--- config.mk ---
export PLATFORM = sky130hd
export DESIGN_NAME = dma_byte_mover
export DESIGN_NICKNAME = d
export VERILOG_FILES = /design/src/rtl/dma_pkg.sv /design/src/rtl/dma_datapath.sv /design/src/rtl/dma_ctrl.sv /design/src/rtl/dma_byte_mover.sv
export SDC_FILE = /design/constraint.sdc
export NUM_CORES = 1
export LEC_CHECK = 0
export CORE_ASPECT_RATIO = 0.6
export CORE_MARGIN = 2
export CORE_UTILIZATION = 47
export CTS_BUF_LIST = sky130_fd_sc_hd__clkbuf_4 sky130_fd_sc_hd__clkbuf_8 sky130_fd_sc_hd__clkbuf_16
export CTS_CLUSTER_DIAMETER = 60
export DETAILED_ROUTE_END_ITERATION = 12
export GPL_TIMING_DRIVEN = 0
export PLACE_DENSITY = 0.8
export SLEW_MARGIN = 20
export SYNTH_ARGS = -nofsm -noshare
export SYNTH_HDL_FRONTEND = slang
export SYNTH_SLANG_ARGS = --single-unit
--- constraint.sdc ---
create_clock -name clk -period 2.75 [get_ports clk]
set_clock_uncertainty 0.1 [all_clocks]
set_input_delay 0.275 -clock clk [delete_from_list [all_inputs] [get_ports clk]]
set_output_delay 0.275 -clock clk [all_outputs]
set_load 0.02 [all_outputs]
--- src/rtl/dma_pkg.sv ---
package dma_pkg;

  typedef enum logic [2:0] {
    ST_IDLE,
    ST_SETUP,
    ST_READ,
    ST_WRITE,
    ST_FINISH
  } dmaState_e;

  typedef struct packed {
    logic load;     // latch address and total
    logic capture;  // take device byte
    logic advance;  // bump address, drop total
  } dmaStrobe_t;

endpackage

--- src/rtl/dma_datapath.sv ---
module dma_datapath
  import dma_pkg::*;
#(
  parameter int ADDR_W = 16,
  parameter int CNT_W  = 10,
  parameter int DATA_W = 8
) (
  input  logic              clk,
  input  logic              rstN,
  input  dmaStrobe_t        stb,
  input  logic [ADDR_W-1:0] startAddr,
  input  logic [CNT_W-1:0]  byteCount,
  input  logic [DATA_W-1:0] devData,
  output logic [ADDR_W-1:0] memAddr,
  output logic [DATA_W-1:0] memData,
  output logic              cntZero,
  output logic              cntLast
);

  localparam logic [CNT_W-1:0] ONE = CNT_W'(1);

  logic [ADDR_W-1:0] addrQ;
  logic [CNT_W-1:0]  cntQ;
  logic [DATA_W-1:0] dataQ;

  always_ff @(posedge clk or negedge rstN) begin
    if (!rstN) begin
      addrQ <= '0;
      cntQ  <= '0;
    end else if (stb.load) begin
      addrQ <= startAddr;
      cntQ  <= byteCount;
    end else if (stb.advance) begin
      addrQ <= addrQ + 1'b1;
      cntQ  <= cntQ - ONE;
    end
  end

  always_ff @(posedge clk or negedge rstN) begin
    if (!rstN)            dataQ <= '0;
    else if (stb.capture) dataQ <= devData;
  end

  assign memAddr = addrQ;
  assign memData = dataQ;
  assign cntZero = (cntQ == '0);
  assign cntLast = (cntQ == ONE);


  addr_step_chk: assert property (@(posedge clk) disable iff (!rstN)
    (stb.advance && !stb.load) |=> (addrQ == $past(addrQ) + 1'b1));


  hold_state_chk: assert property (@(posedge clk) disable iff (!rstN)
    (!stb.load && !stb.advance) |=> ($stable(addrQ) && $stable(cntQ)));

endmodule

--- src/rtl/dma_ctrl.sv ---
module dma_ctrl
  import dma_pkg::*;
#(
  parameter int SETUP_CYCLES = 20
) (
  input  logic       clk,
  input  logic       rstN,
  input  logic       start,
  input  logic       devReady,
  input  logic       cntZero,
  input  logic       cntLast,
  output dmaStrobe_t stb,
  output logic       devRead,
  output logic       memWe,
  output logic       busy,
  output logic       done
);

  localparam int SW = (SETUP_CYCLES > 1) ? $clog2(SETUP_CYCLES) : 1;
  localparam logic [SW-1:0] SLAST = SW'(SETUP_CYCLES - 1);

  dmaState_e     state, stateNext;
  logic [SW-1:0] setupCnt;

  always_comb begin
    stateNext = state;
    unique case (state)
      ST_IDLE:   if (start) stateNext = ST_SETUP;
      ST_SETUP:  if (setupCnt == SLAST) stateNext = cntZero ? ST_FINISH : ST_READ;
      ST_READ:   if (devReady) stateNext = ST_WRITE;
      ST_WRITE:  stateNext = cntLast ? ST_FINISH : ST_READ;
      ST_FINISH: stateNext = ST_IDLE;
      default:   stateNext = ST_IDLE;
    endcase
  end

  always_ff @(posedge clk or negedge rstN) begin
    if (!rstN) state <= ST_IDLE;
    else       state <= stateNext;
  end

  always_ff @(posedge clk or negedge rstN) begin
    if (!rstN)                  setupCnt <= '0;
    else if (state != ST_SETUP) setupCnt <= '0;
    else                        setupCnt <= setupCnt + 1'b1;
  end

  assign devRead     = (state == ST_READ) && devReady;
  assign memWe       = (state == ST_WRITE);
  assign done        = (state == ST_FINISH);
  assign busy        = (state != ST_IDLE);
  assign stb.load    = (state == ST_IDLE) && start;
  assign stb.capture = devRead;
  assign stb.advance = memWe;


  setup_len_chk: assert property (@(posedge clk) disable iff (!rstN)
    (state == ST_SETUP && setupCnt != SLAST) |=> (state == ST_SETUP));


  write_after_read_chk: assert property (@(posedge clk) disable iff (!rstN)
    devRead |=> (memWe && !devRead));


  stall_wait_chk: assert property (@(posedge clk) disable iff (!rstN)
    (state == ST_READ && !devReady) |=> (state == ST_READ));


  done_pulse_chk: assert property (@(posedge clk) disable iff (!rstN)
    done |=> (!done && !busy));


  busy_start_chk: assert property (@(posedge clk) disable iff (!rstN)
    (busy && !done) |=> busy);

endmodule

--- src/rtl/dma_byte_mover.sv ---
module dma_byte_mover
  import dma_pkg::*;
#(
  parameter int ADDR_W       = 16,
  parameter int CNT_W        = 10,
  parameter int DATA_W       = 8,
  parameter int SETUP_CYCLES = 20
) (
  input  logic              clk,
  input  logic              rstN,
  input  logic              start,
  input  logic [ADDR_W-1:0] startAddr,
  input  logic [CNT_W-1:0]  byteCount,
  input  logic [DATA_W-1:0] devData,
  input  logic              devReady,
  output logic              devRead,
  output logic              memWe,
  output logic [ADDR_W-1:0] memAddr,
  output logic [DATA_W-1:0] memData,
  output logic              busy,
  output logic              done
);

  dmaStrobe_t stb;
  logic       cntZero, cntLast;

  dma_ctrl #(.SETUP_CYCLES(SETUP_CYCLES)) uCtrl (
    .clk(clk), .rstN(rstN), .start(start), .devReady(devReady),
    .cntZero(cntZero), .cntLast(cntLast), .stb(stb),
    .devRead(devRead), .memWe(memWe), .busy(busy), .done(done)
  );

  dma_datapath #(.ADDR_W(ADDR_W), .CNT_W(CNT_W), .DATA_W(DATA_W)) uPath (
    .clk(clk), .rstN(rstN), .stb(stb), .startAddr(startAddr),
    .byteCount(byteCount), .devData(devData), .memAddr(memAddr),
    .memData(memData), .cntZero(cntZero), .cntLast(cntLast)
  );


  no_idle_write_chk: assert property (@(posedge clk) disable iff (!rstN)
    memWe |-> busy);

endmodule

==> results.py <==
metrics = {
    "run_status": {
        "run_status": "completed",
    },
    "placement": {
        "dp_hpwl_um": 3930,
        "routability_congestion": 0.828,
        "place.port_buffers": 65,
    },
    "sta": {
        "hold_slack_ps": 339,
        "timing.final.crit_period_ps": 2580,
        "slew_limit_headroom_pct": 31.5,
        "max_freq_mhz": 387,
        "finalSetupViolations": 0,
        "timing.final.max_slew_violations": 0,
        "tns_setup_ps": 0,
        "final-hold-violation-count": 0,
        "layout_worst_path_cycle_share_pct": 94.0,
        "worst_pin_slew_ps": 1010,
        "setup_repair_after_global_routing_missed_its_margin": "no",
    },
    "route": {
        "drtPass1Iterations": 4,
        "drt-wirelength-per-cell_um": 14.6,
        "final_antenna_net_count": 0,
        "routed_wl_um": 5300,
        "drt_first_iter_violations": 152,
        "drt-vias-per-instance": 5.41,
        "routed-via-count": 1957,
        "number_of_remaining_drc_errors": 0,
    },
    "logic_synthesis": {
        "synth.avg_cell_area_um2": 9.66,
        "yosysSeqAreaShare_pct": 48.3,
        "synth_area_leader_cell": "sky130_fd_sc_hd__dfrtp_1",
        "synth_cell_types": 45,
        "mappedNetlistArea_um2": 2170,
        "synthDominantCellAreaShare_pct": 48.3,
        "number_of_enable_flip_flop_cells_after_synthesis": 0,
        "postSynth.asyncResetShare_pct": 100,
        "top_area_cells_in_the_synthesized_netlist": "sky130_fd_sc_hd__dfrtp_1 (48%), sky130_fd_sc_hd__nand2_1 (5.7%), sky130_fd_sc_hd__xnor2_1 (4.4%)",
        "netlist_instances": 225,
        "postSynthNetCount": 267,
        "synth_seq_cells": 42,
        "synth_flop_cell": "sky130_fd_sc_hd__dfrtp_1",
        "ys_warn_count": 0,
    },
    "global_routing": {
        "met1_track_demand_over_resource_pct": 32.1,
        "grt_max_degree": 27,
        "globalRoute.totalOverflow": 0,
        "grt.met3_usage_pct": 5.77,
        "first_global_vias": 1907,
        "groute.usage.overall_pct": 21.8,
        "initial_antenna_violation_count": 0,
        "use_met2_pct": 31.4,
        "top_usage_layer": "met1",
        "global_route_wire_length_before_repair_um": 8860,
    },
    "worst_setup_path": {
        "cp_data_arrival_time_ps": 2210,
        "critPathRequiredTime_ps": 2380,
        "setup.worst_path.start_class": "flip-flop",
        "worst-setup-path-type": "flip-flop to output pin",
        "critical_path.max_fanout": 10,
        "critical_path_sink_type": "output pin",
    },
    "floorplanning": {
        "io_pins": 66,
        "die_h_um": 56.7,
        "start_util_pct": 48.1,
        "floorplan.die_area_um2": 5200,
        "die_x_um": 91.8,
        "floorplan.core_area_um2": 4520,
        "floorplan.rows": 19,
    },
    "clock_network": {
        "ctsHtreeMaxLevel": 2,
        "maximum_clock_insertion_buffer_count": 2,
        "cts_tree": "yes",
        "ctsRootBufferMaster": "sky130_fd_sc_hd__clkbuf_8",
        "postCtsSetupRepairBufs": 0,
        "tritoncts_sink_count": 42,
        "clock_insertion_delay_worst_skew_ps": 300,
        "clk_pin_slew_worst_paths_ps": 80,
        "cts_inserted_buffers": 5,
    },
    "pwr": {
        "vdd.ir_drop.worst_uv": 556,
        "cellPowerDensity_nw_per_um2": 703,
        "post-layout-total-power_mw": 2.12,
        "p_leak_nw": 1.18,
    },
    "layout": {
        "antenna-diode-count": 0,
        "layout.nets": 341,
        "mostFrequentLayoutCells": "sky130_fd_sc_hd__clkdlybuf4s50_1 (64), sky130_fd_sc_hd__dfrtp_1 (42), sky130_fd_sc_hd__nand2_1 (33)",
        "synthToLayoutAreaGrowth_pct": 38.6,
        "layout_commonest_cell": "sky130_fd_sc_hd__clkdlybuf4s50_1",
        "post_route_cells_drive_above_1_share_pct": 8.36,
    },
    "run": {
        "drv_cap": 0,
    },
    "hold_path": {
        "min_path_type": "input pin to async pin",
    },
}
per-stage QoR:
step	area (µm²)	setup slack [ps]	utilization, %	instances
after global placement	2900	166	64.3	353
after CTS	3010	128	66.7	362
final	3010	166	66.7	362
after detailed placement	2920	186	64.6	354
after floorplan	2170	544	-	225
after global routing	3010	17.5	66.7	362
worst paths after layout:
check | startpoint | endpoint | slack, ps | cells past startpoint
max in group asynchronous | rstN | uCtrl.setupCnt[2] | 1730 | 3
hold reg to reg | uCtrl.setupCnt[0] | uCtrl.setupCnt[0] | 370 | 1
setup / recovery | uCtrl.state[0] | devRead | 170 | 6
setup reg to reg | uCtrl.state[2] | uPath.memAddr[11] | 250 | 6
hold / removal | rstN | uPath.memAddr[6] | 340 | 2
min in group clk | uCtrl.setupCnt[0] | uCtrl.setupCnt[0] | 370 | 1
registers in the layout, summed over array words and instances, names as in the netlist:
signal and cells:
uPath.cntQ 10, uCtrl.setupCnt 5, uCtrl.state 3, uPath.memData 8, uPath.memAddr 16
cells in the mapped netlist, types with 6 or more instances:
library cell,instances
sky130_fd_sc_hd__nor2_1,15
sky130_fd_sc_hd__xnor2_1,11
sky130_fd_sc_hd__o21ai_0,19
sky130_fd_sc_hd__nand3_1,9
sky130_fd_sc_hd__nand2_1,33
sky130_fd_sc_hd__inv_1,6
sky130_fd_sc_hd__dfrtp_1,42
sky130_fd_sc_hd__clkbuf_1,7
sky130_fd_sc_hd__xor2_1,8
sky130_fd_sc_hd__nor3_1,7
sky130_fd_sc_hd__mux2_2,8
repair_timing:
| item | CTS | global route |
|---|---|---|
| cloned | 0 | 0 |
| endpoints found under the setup margin | 1 | 1 |
| gates resized for setup | 1 | 1 |
| endpoints found under the hold margin | 16 | 0 |
| hold buffers | 1 | 0 |
routing by layer:
layer  up-vias  share of wire [%]
met1       944                 51
met3         8                5.4
li1        947                  -
met2        58                 42
met4         0                1.2
met5         -                  0
area by class of cell:
class | instances | area [µm²]
clock buffers | 7 | 83.8
inverters | 7 | 26.3
repair buffers | 67 | 676
plain buffers | 10 | 42.5
multi-input cells | 166 | 1060
fillers | 381 | 1500
flip-flops and latches | 42 | 1050
well taps | 63 | 78.8
power breakdown:
| part | switching (mW) | total [mW] | leakage (nW) | internal (mW) |
|---|---|---|---|---|
| Sequential | 0.174 | 0.939 | 0.485 | 0.766 |
| Combinational | 0.400 | 0.782 | 0.652 | 0.382 |
| Clock | 0.202 | 0.396 | 0.0452 | 0.195 |
| Total | 0.775 | 2.12 | 1.18 | 1.34 |
kinds of logic (layout without fill, tap and decap cells):
group                    count (synthesis)  after routing  share of synthesized area [%]
adder cells (fa/ha/maj)                  4              4                           2.30
XOR/XNOR                                19             19                           7.65
multiplexers                            10             10                           5.06
AND/OR/NAND/NOR                         96             96                           22.8
AO/OA/AOI/OAI                           37             37                           10.7
flip-flops                              42             42                           48.3
buffers and inverters                   17             91                           3.11
critical path, cell delays in order (launching register included):
cell,delay [ps]
sky130_fd_sc_hd__dfrtp_1,430
sky130_fd_sc_hd__buf_2,200
sky130_fd_sc_hd__inv_1,90
sky130_fd_sc_hd__nand2_1,70
sky130_fd_sc_hd__nor3b_1,210
sky130_fd_sc_hd__buf_2,270
sky130_fd_sc_hd__clkdlybuf4s50_1,640
Note: power is estimated with default switching activity, not from simulation.
